File: config.mk
export PLATFORM = sky130hd
export DESIGN_NAME = dma_irq_flag_bank
export DESIGN_NICKNAME = d
export VERILOG_FILES = /design/src/rtl/dma_irq_flag_bank.sv
export SDC_FILE = /design/constraint.sdc
export NUM_CORES = 1
export LEC_CHECK = 0
export BUFFER_PORTS_ARGS = -buffer_cell sky130_fd_sc_hd__buf_2
export CORE_AREA = 2 2 87 89
export CTS_CLUSTER_DIAMETER = 50
export DETAILED_ROUTE_END_ITERATION = 12
export DIE_AREA = 0 0 89 91
export GPL_TIMING_DRIVEN = 0
export PLACE_DENSITY = 0.92
export SKIP_LAST_GASP = 1
export SYNTH_ARGS = -nofsm -noshare
export SYNTH_HDL_FRONTEND = slang
export SYNTH_SLANG_ARGS = --single-unit
File: constraint.sdc
create_clock -name clk -period 3.8 [get_ports clk]
set_clock_uncertainty 0.1 [all_clocks]
set_input_delay 0.19 -clock clk [delete_from_list [all_inputs] [get_ports clk]]
set_output_delay 0.19 -clock clk [all_outputs]
set_load 0.005 [all_outputs]
File: src/rtl/dma_irq_flag_bank.sv
module dma_irq_flag_bank #(
  parameter int NUM_STREAMS = 8,
  parameter int ADDR_W = 6,
  parameter logic [ADDR_W-1:0] CFG_BASE = 6'h10
) (
  input  logic                   clk,
  input  logic                   rst_n,
  input  logic                   reg_wr,
  input  logic [ADDR_W-1:0]      reg_addr,
  input  logic [31:0]            reg_wdata,
  output logic [31:0]            reg_rdata,
  input  logic [NUM_STREAMS-1:0] ev_tc,
  input  logic [NUM_STREAMS-1:0] ev_ht,
  input  logic [NUM_STREAMS-1:0] ev_te,
  input  logic [NUM_STREAMS-1:0] ev_dme,
  input  logic [NUM_STREAMS-1:0] ev_fe,
  input  logic [NUM_STREAMS-1:0] ht_ie,
  input  logic [NUM_STREAMS-1:0] fe_ie,
  output logic [NUM_STREAMS-1:0] stream_en,
  output logic [NUM_STREAMS-1:0] irq
);

  localparam int NS = NUM_STREAMS;
  localparam int NW = NS / 4;

  function automatic int grp_off(int s);
    return ((s & 2) << 3) | ((s & 1) * 6);
  endfunction

  logic [NS-1:0] tc_q, ht_q, te_q, dm_q, fe_q;
  logic [NS-1:0] en_q, dmie_q, teie_q, tcie_q;
  logic [NS-1:0] clr_tc, clr_ht, clr_te, clr_dm, clr_fe, cfg_wr;

  always_comb begin
    for (int s = 0; s < NS; s++) begin
      logic hit;
      hit       = reg_wr && (reg_addr == ADDR_W'(4 * (NW + s / 4)));
      clr_fe[s] = hit && reg_wdata[grp_off(s)];
      clr_dm[s] = hit && reg_wdata[grp_off(s) + 2];
      clr_te[s] = hit && reg_wdata[grp_off(s) + 3];
      clr_ht[s] = hit && reg_wdata[grp_off(s) + 4];
      clr_tc[s] = hit && reg_wdata[grp_off(s) + 5];
      cfg_wr[s] = reg_wr && (reg_addr == CFG_BASE + ADDR_W'(4 * s));
    end
  end

  always_ff @(posedge clk) begin
    if (!rst_n) begin
      tc_q <= '0; ht_q <= '0; te_q <= '0; dm_q <= '0; fe_q <= '0;
      en_q <= '0; dmie_q <= '0; teie_q <= '0; tcie_q <= '0;
    end else begin
      tc_q   <= ev_tc  | (tc_q & ~clr_tc);
      ht_q   <= ev_ht  | (ht_q & ~clr_ht);
      te_q   <= ev_te  | (te_q & ~clr_te);
      dm_q   <= ev_dme | (dm_q & ~clr_dm);
      fe_q   <= ev_fe  | (fe_q & ~clr_fe);
      en_q   <= ((en_q & ~cfg_wr) | (cfg_wr & {NS{reg_wdata[0]}})) & ~(ev_te | ev_dme);
      dmie_q <= (dmie_q & ~cfg_wr) | (cfg_wr & {NS{reg_wdata[1]}});
      teie_q <= (teie_q & ~cfg_wr) | (cfg_wr & {NS{reg_wdata[2]}});
      tcie_q <= (tcie_q & ~cfg_wr) | (cfg_wr & {NS{reg_wdata[4]}});
    end
  end

  always_comb begin
    reg_rdata = '0;
    for (int s = 0; s < NS; s++) begin
      if (reg_addr == ADDR_W'(4 * (s / 4)))
        reg_rdata[grp_off(s) +: 6] = {tc_q[s], ht_q[s], te_q[s], dm_q[s], 1'b0, fe_q[s]};
      if (reg_addr == CFG_BASE + ADDR_W'(4 * s))
        reg_rdata[4:0] = {tcie_q[s], 1'b0, teie_q[s], dmie_q[s], en_q[s]};
    end
  end

  assign stream_en = en_q;
  assign irq = (tc_q & tcie_q) | (ht_q & ht_ie) | (te_q & teie_q) |
               (dm_q & dmie_q) | (fe_q & fe_ie);

endmodule

After elaboration in Yosys (flattened, before gate mapping)
Index checks and enable logic that the tools add are counted.
{"block": "op_classes", "order_cmp": 0, "n_shift": 0, "mul": 0, "n_addsub": 0, "bitwise": 40, "n_reduce_logical": 51, "div_mod_pow": 0, "eq_ne": 11, "muxes": 16}
{"op": "$and 8x8->8", "count": 19}
{"op": "$or 8x8->8", "count": 14}
{"op": "$not 8->8", "count": 7}
{"op": "$logic_and 1x1->1", "count": 50}
{"op": "$mux 6", "count": 8}
{"op": "$mux 5", "count": 8}
{"op": "$eq 6x5->1 const B", "count": 4}
{"op": "$eq 6x6->1 const B", "count": 4}
{"op": "$eq 6x4->1 const B", "count": 2}
{"op": "$eq 6x3->1 const B", "count": 1}
{"op": "$logic_not 6->1", "count": 1}
{"block": "totals", "mem_count": 0, "romBits": 0, "input_bits": 97, "ff_bits": 72, "mem_bits_rw": 0, "wordCells": 127, "latch_bits": 0}

Logic depth before layout (Yosys ltp)
Gate-level depths: netlist (run 1).
{"block": "logic_depth", "ltp_word": 11, "depth_mapped": 7, "mapped_depth_nobuf": 5}

Worst setup path after synthesis (run 1)
Ideal clock, no wire load.
{"block": "synth_path", "path_kind": "input port to output port", "startpoint": "input port reg_addr[5]", "endpoint": "output port reg_rdata[0]", "arrival_ps": 1718, "slack_ps": 1792, "cell_stages": 6, "required_ps": 3510, "cell_sequence": "buf_6 or4_4 or4b_1 a31oi_1 a211oi_1 o21ai_1"}
{"block": "synth_via", "elab_chain_len": 11, "elab_cells_between_ends": 20, "classes_between": "eq/ne (9); mux (10); reduce/logical (1)"}
{"item": "start, declared", "line_no": "9", "source": "input logic [ADDR_W-1:0] reg_addr,"}
{"item": "$logic_not 6->1", "line_no": "67", "source": "if (reg_addr == ADDR_W'(4 * (s / 4)))"}
{"item": "$mux 6", "line_no": "67"}
{"item": "$mux 5 (4 in a row)", "line_no": "69", "source": "if (reg_addr == CFG_BASE + ADDR_W'(4 * s))"}
{"item": "$mux 6", "line_no": "67"}
{"item": "$mux 5 (3 in a row)", "line_no": "69"}
{"item": "$mux 5 (*)", "line_no": "69"}
{"item": "end, declared", "line_no": "11", "source": "output logic [31:0] reg_rdata,"}
Every way passes the cells marked *; elsewhere a longest branch is shown, timed or not.

Worst setup path after layout (run 1)
{"block": "layout_path", "startpoint": "input port reg_addr[3]", "endpoint": "output port reg_rdata[2]"}
Same word-level chain as after synthesis.

==> impl_metrics.ini, run 1 <==
[cells_and_area]
antenna_cells = 0
fin_nets = 699
fillers = 548
syn2layout_area_growth_pct = 38.33
layout-drive-gt1-share_pct = 25.54
fin_cells = 706
utilization_pct = 71.62

[synthesis]
ys_types = 36
synth_flop_cell = dfxtp_1
synth_edf_count = 0
yosys.area.top_type_share_pct = 39.01
ys_top_cells_by_count = 72 x dfxtp_1, 47 x nand2_1, 38 x mux2i_1
synth_warnings = 0
ys_ff_latch = 72
netlist.top_cell.by_area = dfxtp_1
avgSynthCellArea_sq_um = 8.735
synth_most_common_cell = dfxtp_1
synthTopCellsByArea = dfxtp_1 39%, mux2i_1 10%, a21boi_0 7.1%
seq_area_frac_synth_pct = 39.01
synthCells = 423
synthArstFlopShare_pct = 0
synth.cell_area_sq_mm = 0.003695

[critical_path]
rr_worst_depth = 3
critPathRequiredTime_ns = 3.51
reg2reg_from = stream_en[6]$_SDFF_PN0_
cp-start-kind = primary input
critPathMaxFanout = 10
r2r_slack_ns = 2.24
critPathKind = in2out
r2r-end = stream_en[6]$_SDFF_PN0_
arrival_ns = 2.28
end_kind = primary output

[clock_network]
cts_sinks = 72
clock_path_buffers = 2
root_buffer = clkbuf_8
cts_htree_levels = 3
clock_latency_ns = 0.34
postCtsSetupBuffers = 0
cts_tree = yes
cts_hold_buf = 42
clkTransAtPathRegs_ns = 0.08
numCtsBuffers = 9
cts_resized = 0

[worst_hold_path]
min_path_cells = 3
worstHoldPathType = in2reg
hold_start = ev_tc[6]
worstHoldEndpoint = tc_q[6]$_SDFF_PN0_

[grt]
grtUsageTotal_pct = 32.79
grt_pass1_wl_microns = 20240
grt_start_max_net_pins = 13
grt_remaining_overflow = 0
grt_pass1_vias = 4058
antenna_found_initial = 0

[placement]
numPortBuffers = 116
dpl.cell_count = 648
dp_hpwl_microns = 8945
dp_slack_ns = 1.349
gp_congestion = 1.003

[timing]
hold_viol_final = 1
slew_violations = 0
final-setup-viol-count = 0
grt_setup_unrepaired = no
holdWs_ns = -0.00005207
setup_tns_ns = 0
relSlewSlack_pct = 36.32
max_freq_ghz = 0.3892
post-route-min-period_ns = 2.569
post-route-period-util_pct = 67.61
tightestPinTransition_ns = 0.9419
layout_setup_ws_ns = 1.231

[die]
die_area_sq_mm = 0.008099
dieWidth_microns = 89
core_sq_mm = 0.007137
die_y_microns = 91
start_util_pct = 51.77
ios = 145
rows = 31

[drt]
drt_iter0_markers = 680
routedWlPerCell_microns = 18.68
ant_nets = 0
drc = 0
via_per_inst = 5.816
dr_total_vias = 4106
first_pass_iters = 6
route.final.wire_length_microns = 13190

[power]
max-vdd-ir-drop_mv = 0.2245
power_density_mw_per_mm2 = 358.0
total_power_w = 0.001830
leakage_nw = 2.205

[status]
failed_checks = negative hold slack
outcome = finished, violations left

[flow_run]
maxCapViolCount = 0
==> report_power, final <==
part	total (W)	internal, W	switching, W
sequential	0.000813	0.000786	0.0000275
clock	0.000769	0.000471	0.000298
combinational	0.000248	0.000129	0.000118
==> kinds of logic after synthesis <==
logic type             Yosys count  synth area share, %
AO/OA/AOI/OAI                  130                23.70
buffers and inverters           42                5.689
flip-flops                      72                39.01
multiplexers                    43                12.73
other                            1               0.1015
AND/OR/NAND/NOR                135                18.76
==> per-stage QoR <==
| stage | hold WS, ns | area [sq um] |
|---|---|---|
| 3_3_place_gp | 0.2788 | 4437 |
| 3_5_place_dp | 0.2773 | 4437 |
| 6_report | -0.00005207 | 5111 |
| 4_1_cts | 0.001564 | 5111 |
| 5_1_grt | 0.008423 | 5111 |
| 2_1_floorplan | 0.1667 | 3732 |
==> worst max-delay path, stage by stage <==
cell,delay [ns]
buf_2,0.12
buf_1,0.40
nand2b_1,0.17
clkbuf_1,0.49
o21ai_0,0.26
a221o_1,0.35
a21oi_1,0.15
buf_2,0.14
==> per-layer routing <==
layer  global-route usage [%]  routed length (microns)
met1                    43.04                     5168
met2                    50.56                     5964
met3                    7.636                     1481
met4                    15.17                      575
met5                        0                        0
==> layout by cell type (no fill, tap or decap), types with 2 or more instances in the layout <==
cell type and instances:
clkbuf_8 11, or4b_1 3, mux4_2 3, buf_1 4, mux2_2 2, nand3b_1 2
dlygate4sd3_1 42, mux2i_1 38, o21a_1 20, o21ai_0 22, nor3_1 2, nor2b_1 31
bufinv_16 3, clkbuf_1 20, nand2_1 47, nor4b_1 9, inv_1 3, a211oi_1 2
buf_2 119, buf_4 11, nand3_1 7, a22oi_1 10, a31oi_1 4, nor2_1 29
a21boi_0 35, dfxtp_1 72, a21oi_1 25, a222oi_1 8, conb_1 11
==> area by class of cell <==
| class | instances | area (sq um) | area share (%) |
|---|---|---|---|
| Timing Repair Buffer | 158 | 1001 | 19.58 |
| Buffer | 39 | 198.9 | 3.892 |
| Tap cell | 99 | 123.9 | 2.424 |
| Inverter | 3 | 11.26 | 0.2203 |
| Sequential cell | 72 | 1441 | 28.20 |
| Clock buffer | 11 | 151.4 | 2.962 |
| Multi-Input combinational cell | 319 | 2081 | 40.71 |
| Clock inverter | 5 | 102.6 | 2.007 |
==> how the worst max path moves through the flow <==
stage	start	to	slack, ns	depth (start not counted)
after floorplan	reg_addr[5]	reg_rdata[0]	1.79	6
after global placement	reg_addr[3]	reg_rdata[2]	1.33	8
after detailed placement	reg_addr[3]	reg_rdata[2]	1.35	8
after CTS	reg_addr[3]	reg_rdata[22]	1.35	7
after global routing	reg_addr[3]	reg_rdata[2]	1.17	8
final	reg_addr[3]	reg_rdata[2]	1.23	8
No activity file was read; power rests on OpenSTA's default activity.
==> inputs of run 2 (changes only) <==
- CORE_AREA: 2 2 87 89 -> 2 2 95 97
- DIE_AREA: 0 0 89 91 -> 0 0 97 99
- PLACE_DENSITY: 0.92 -> 0.83
- clock period: 3.8 -> 2.1 ns (I/O delays scaled with it)
==> run 2 against run 1 <==
  * Utilization down 9.0 points
  * First-iteration DRC count down 40%
  * Non-clock buffer count rose by 16
  * Setup slack worse by 1.2 ns
  * Wire length rose by 5.3%
  * Clock power up 81%
  * Via count decreased by 0.19%
  * Flip-flop and latch count unchanged
  * Cell count is 3.5% higher
  * Final area up 4.8%
  * The run ends with negative setup slack left
  * Critical path depth shrank 2
  * Sequential power increased by 81%
==> impl_metrics.ini, run 2 (same netlist as run 1, synthesis figures left out) <==
[critical_path]
arrival_ns = 2.31
crit_chain = buf_2 -> or4b_1 -> nor2_2 -> mux2i_1 -> nor4b_1 -> dlygate4sd3_1
max_stage_delay_ns = 0.77
critPathKind = in2reg
rr_worst_depth = 3
slowest_stage = or4b_1
crit_buf_inv = 2
reg2reg_from = stream_en[6]$_SDFF_PN0_
endpoint = stream_en[5]$_SDFF_PN0_
r2r-end = stream_en[6]$_SDFF_PN0_
critPathLaunch = reg_addr[4]
critPathMaxFanout = 7
cp-start-kind = primary input
end_kind = register
r2r_slack_ns = 0.51
crit_family = simple AND/OR/NAND/NOR gates
critPathRequiredTime_ns = 2.30
worst-path-stages = 6

[drt]
drt_iter0_markers = 408
first_pass_iters = 6
dr_total_vias = 4098
route.final.wire_length_microns = 13880
ant_nets = 0
via_per_inst = 5.606
drc = 0
routedWlPerCell_microns = 18.99

[grt]
grt_start_max_net_pins = 13
grt_pass1_vias = 4132
antenna_found_initial = 0
gr-usage-met1_pct = 34.46
top_usage_layer = met2
use_met3_pct = 5.532
grt_pass1_wl_microns = 21100
grt_remaining_overflow = 0
use_met2_pct = 47.22
grtUsageTotal_pct = 28.40

[timing]
relSlewSlack_pct = 35.79
hold_viol_final = 0
layout_setup_ws_ns = -0.006076
post-route-period-util_pct = 100.3
max_freq_ghz = 0.4748
slew_violations = 0
post-route-min-period_ns = 2.106
tightestPinTransition_ns = 0.9631
grt_setup_unrepaired = yes
setup_tns_ns = -0.01126
final-setup-viol-count = 2

[clock_network]
clock_latency_ns = 0.35
root_buffer = clkbuf_8
numCtsBuffers = 9
cts_htree_levels = 3
cts_sinks = 72
postCtsSetupBuffers = 0
cts_tree = yes
clkTransAtPathRegs_ns = 0.07
clock_path_buffers = 2

[placement]
dp_slack_ns = -0.2417
gp_congestion = 0.9468
dp_hpwl_microns = 9318
numPortBuffers = 116

[die]
start_util_pct = 43.21
dieWidth_microns = 97
die_y_microns = 99
ios = 145
core_sq_mm = 0.008551
die_area_sq_mm = 0.009603
rows = 34

[cells_and_area]
antenna_cells = 0
fin_nets = 715
multi_input_area_sq_mm = 0.002132
layout-drive-gt1-share_pct = 26.65
utilization_pct = 62.64
register_area_sq_mm = 0.001441
fillers = 714
mostFrequentLayoutCells = 119 x buf_2, 72 x dfxtp_1, 60 x dlygate4sd3_1
final_common_cell = buf_2
syn2layout_area_growth_pct = 44.97

[power]
leakage_nw = 2.284
max-vdd-ir-drop_mv = 0.4264
power_density_mw_per_mm2 = 625.3

[worst_hold_path]
worstHoldPathType = in2reg

[flow_run]
maxCapViolCount = 0

[status]
outcome = finished, violations left
failed_checks = negative setup slack
[run 2: cell types whose count changed in the layout (fill, tap and decap cells not counted), moves of 2 or more]
| cell | previous run | this run |
|---|---|---|
| nor4b_2 | 1 | 3 |
| nor4b_1 | 9 | 7 |
| dlygate4sd3_1 | 42 | 60 |
| clkbuf_2 | 0 | 2 |
| nor2_1 | 29 | 26 |
| nor2_4 | 0 | 2 |
| clkbuf_1 | 20 | 16 |
[run 2: through the flow]
stage / power [W] / area (sq um) / hold WS [ns] / instances
finish: 0.003349 / 5356 / 0.007273 / 731
global route: 0.003447 / 5356 / 0.04261 / 731
CTS: 0.003328 / 5315 / 0.0002606 / 732
detailed placement: 0.001887 / 4448 / 0.1952 / 657
global placement: 0.001877 / 4448 / 0.1938 / 657
floorplan: 0.001704 / 3732 / 0.08174 / 433
[run 2: worst min-delay path by stage]
stage,start,endpoint,cells past startpoint
floorplan,ev_dme[0],stream_en[0]$_SDFF_PN0_,1
global placement,ev_te[0],stream_en[0]$_SDFF_PN0_,2
detailed placement,ev_te[0],stream_en[0]$_SDFF_PN0_,2
CTS,reg_wdata[3],te_q[4]$_SDFF_PN0_,4
global route,reg_wdata[25],te_q[3]$_SDFF_PN0_,3
finish,reg_wdata[3],te_q[4]$_SDFF_PN0_,4
[run 2: worst min-delay path, delay by kind of cell]
| family | cells | cell delay (ns) |
|---|---|---|
| buffers and inverters | 1 | 0.11 |
| AO/OA/AOI/OAI | 1 | 0.06 |
| AND/OR/NAND/NOR | 2 | 0.16 |
[run 2: layout make-up]
class,instances,area share (%)
clock inverter,5,1.915
clock buffer,11,2.826
timing repair buffer,176,22.05
multi-input combinational,319,39.80
tap,108,2.523
inverter,3,0.2102
sequential,72,26.91
buffer,37,3.761
[run 2: where the power goes]
group / switching (W) / internal [W] / leakage, nW
clock: 0.000536 / 0.000852 / 0.126
combinational: 0.000227 / 0.000261 / 1.57
sequential: 0.0000508 / 0.00142 / 0.593
total: 0.000814 / 0.00254 / 2.28
[run 2: layer usage]
metal	part of all wire (%)	routed length, microns	vias up
li1	-	-	1885
met1	40	5568	1921
met2	47	6531	249
met3	8.8	1228	43
met4	4.0	555	0
met5	0	0	-
[run 2: what timing repair did]
| item | CTS | global route |
|---|---|---|
| pin swaps | 2 | 2 |
| setup endpoints to repair | 12 | 17 |
| hold endpoints to repair | 48 | 0 |
| hold buffers | 60 | 0 |
| resized for setup | 4 | 13 |
==> inputs of run 3 (changes only) <==
- BUFFER_PORTS_ARGS: -buffer_cell sky130_fd_sc_hd__buf_2 -> default
- CORE_AREA: 2 2 95 97 -> 2 2 84 86
- CTS_CLUSTER_SIZE: default -> 24
- DIE_AREA: 0 0 97 99 -> 0 0 86 88
- DONT_BUFFER_PORTS: default -> 1
- PLACE_DENSITY: 0.83 -> 0.82
- SLEW_MARGIN: default -> 20
==> run 3 against run 2 <==
  * The run now ends clean
  * Critical endpoint is now stream_en[6]$_SDFF_PN0_
  * Largest power group unchanged
  * Via count decreased by 8.8%
  * Utilization grew 8.1 points
  * Wire length down 9.2%
==> impl_metrics.ini, run 3 (same netlist as run 1, synthesis figures left out) <==
[status]
outcome = finished, final reports clean

[grt]
antenna_found_initial = 0
use_met3_pct = 9.331
top_usage_layer = met2
grt_pass1_wl_microns = 18970
gr-usage-met1_pct = 40.62
use_met2_pct = 54.47
grtUsageTotal_pct = 33.06
grt_pass1_vias = 3635
grt_start_max_net_pins = 13
grt_remaining_overflow = 0

[placement]
dpl.cell_count = 513
numPortBuffers = 0
dp_hpwl_microns = 8402
gp_congestion = 1.007

[die]
die_area_sq_mm = 0.007568
ios = 145
start_util_pct = 55.61
core_sq_mm = 0.006644
rows = 30
dieWidth_microns = 86
die_y_microns = 88

[clock_network]
root_buffer = clkbuf_8
cts_sinks = 72
clock_path_buffers = 2
clock_latency_ns = 0.34
numCtsBuffers = 9
cts_htree_levels = 3
cts_tree = yes
clkTransAtPathRegs_ns = 0.08

[critical_path]
end_kind = register
arrival_ns = 2.21
slowest_stage = dlygate4sd3_1
crit_family = simple AND/OR/NAND/NOR gates
max_stage_delay_ns = 0.58
critPathRequiredTime_ns = 2.29
crit_chain = buf_6 -> or4b_1 -> clkbuf_1 -> nor2_1 -> mux2i_1 -> nor4b_1 -> dlygate4sd3_1
cp-start-kind = primary input
critPathKind = in2reg
critPathMaxFanout = 9
crit_buf_inv = 3

[flow_run]
maxCapViolCount = 0

[timing]
max_freq_ghz = 0.4948
hold_viol_final = 0
setup_tns_ns = 0
final-setup-viol-count = 0
post-route-period-util_pct = 96.24
tightestPinTransition_ns = 0.9386
post-route-min-period_ns = 2.021
relSlewSlack_pct = 37.43
slew_violations = 0
grt_setup_unrepaired = no

[cells_and_area]
syn2layout_area_growth_pct = 27.26
fin_cells = 592
fin_nets = 604
multi_input_area_sq_mm = 0.002107
mostFrequentLayoutCells = 72 x dfxtp_1, 64 x dlygate4sd3_1, 47 x nand2_1
antenna_cells = 0
final_common_cell = dfxtp_1
fillers = 465
layout-drive-gt1-share_pct = 8.594
register_area_sq_mm = 0.001441

[drt]
via_per_inst = 6.314
dr_total_vias = 3738
drt_iter0_markers = 481
drc = 0
ant_nets = 0
route.final.wire_length_microns = 12610
first_pass_iters = 5
routedWlPerCell_microns = 21.30

[power]
max-vdd-ir-drop_mv = 0.5071
power_density_mw_per_mm2 = 635.9
leakage_nw = 1.767

[worst_hold_path]
worstHoldPathType = in2reg
[run 3: layout make-up]
cell class,instances,share of cell area [%]
Buffer,38,4.151
Tap cell,80,2.129
Sequential cell,72,30.65
Inverter,3,0.2395
Clock buffer,11,3.220
Multi-Input combinational cell,319,44.81
Timing Repair Buffer,64,13.62
Clock inverter,5,1.171
[run 3: per-layer routing]
| layer | part of all wire [%] | up-vias |
|---|---|---|
| met5 | 0 | - |
| met4 | 3.2 | 0 |
| met3 | 11 | 46 |
| met2 | 47 | 262 |
| met1 | 38 | 1756 |
| li1 | - | 1674 |
[run 3: path summary, 6_finish.rpt]
check,startpoint,endpoint,slack (ns),cells past startpoint
worst min-delay path,reg_addr[0],register,0.05,4
worst max-delay path,reg_addr[5],stream_en[6]$_SDFF_PN0_,0.08,7
worst min register to register,register,register,0.42,2
worst max register to register,stream_en[6]$_SDFF_PN0_,stream_en[6]$_SDFF_PN0_,0.50,3
[run 3: power breakdown]
group | internal, W | leakage [nW] | switching (W) | total [W]
registers | 0.00142 | 0.593 | 0.0000510 | 0.00147
logic | 0.000202 | 1.07 | 0.000186 | 0.000389
clock network | 0.000609 | 0.101 | 0.000519 | 0.00113
[run 3: timing repair]
item | 4_1_cts | 5_1_grt
setup endpoints to repair | 11 | 15
gates resized for setup | 1 | 5
pin swaps | 0 | 0
cloned | 0 | 0
hold buffers | 64 | 0
buffers inserted | 0 | 0
hold endpoints to repair | 48 | 0
[run 3: tightest hold or removal path, delay by kind of cell]
| kind | cells | cell delay, ns |
|---|---|---|
| simple gates | 3 | 0.27 |
| compound gates | 1 | 0.06 |
[run 3: stage by stage]
step | utilization [%] | instance area [sq um] | worst slack [ns] | hold WS [ns] | power [W]
after floorplan | - | 3732 | 0.2621 | 0.08174 | 0.001704
after global placement | 57.68 | 3832 | -0.006386 | 0.08236 | 0.001768
after detailed placement | 57.68 | 3832 | -0.01667 | 0.08427 | 0.001776
after CTS | 70.53 | 4686 | 0.01266 | 0.03971 | 0.002971
after global routing | 70.77 | 4702 | 0.01300 | 0.08280 | 0.003072
final | 70.77 | 4702 | 0.07903 | 0.04977 | 0.002990
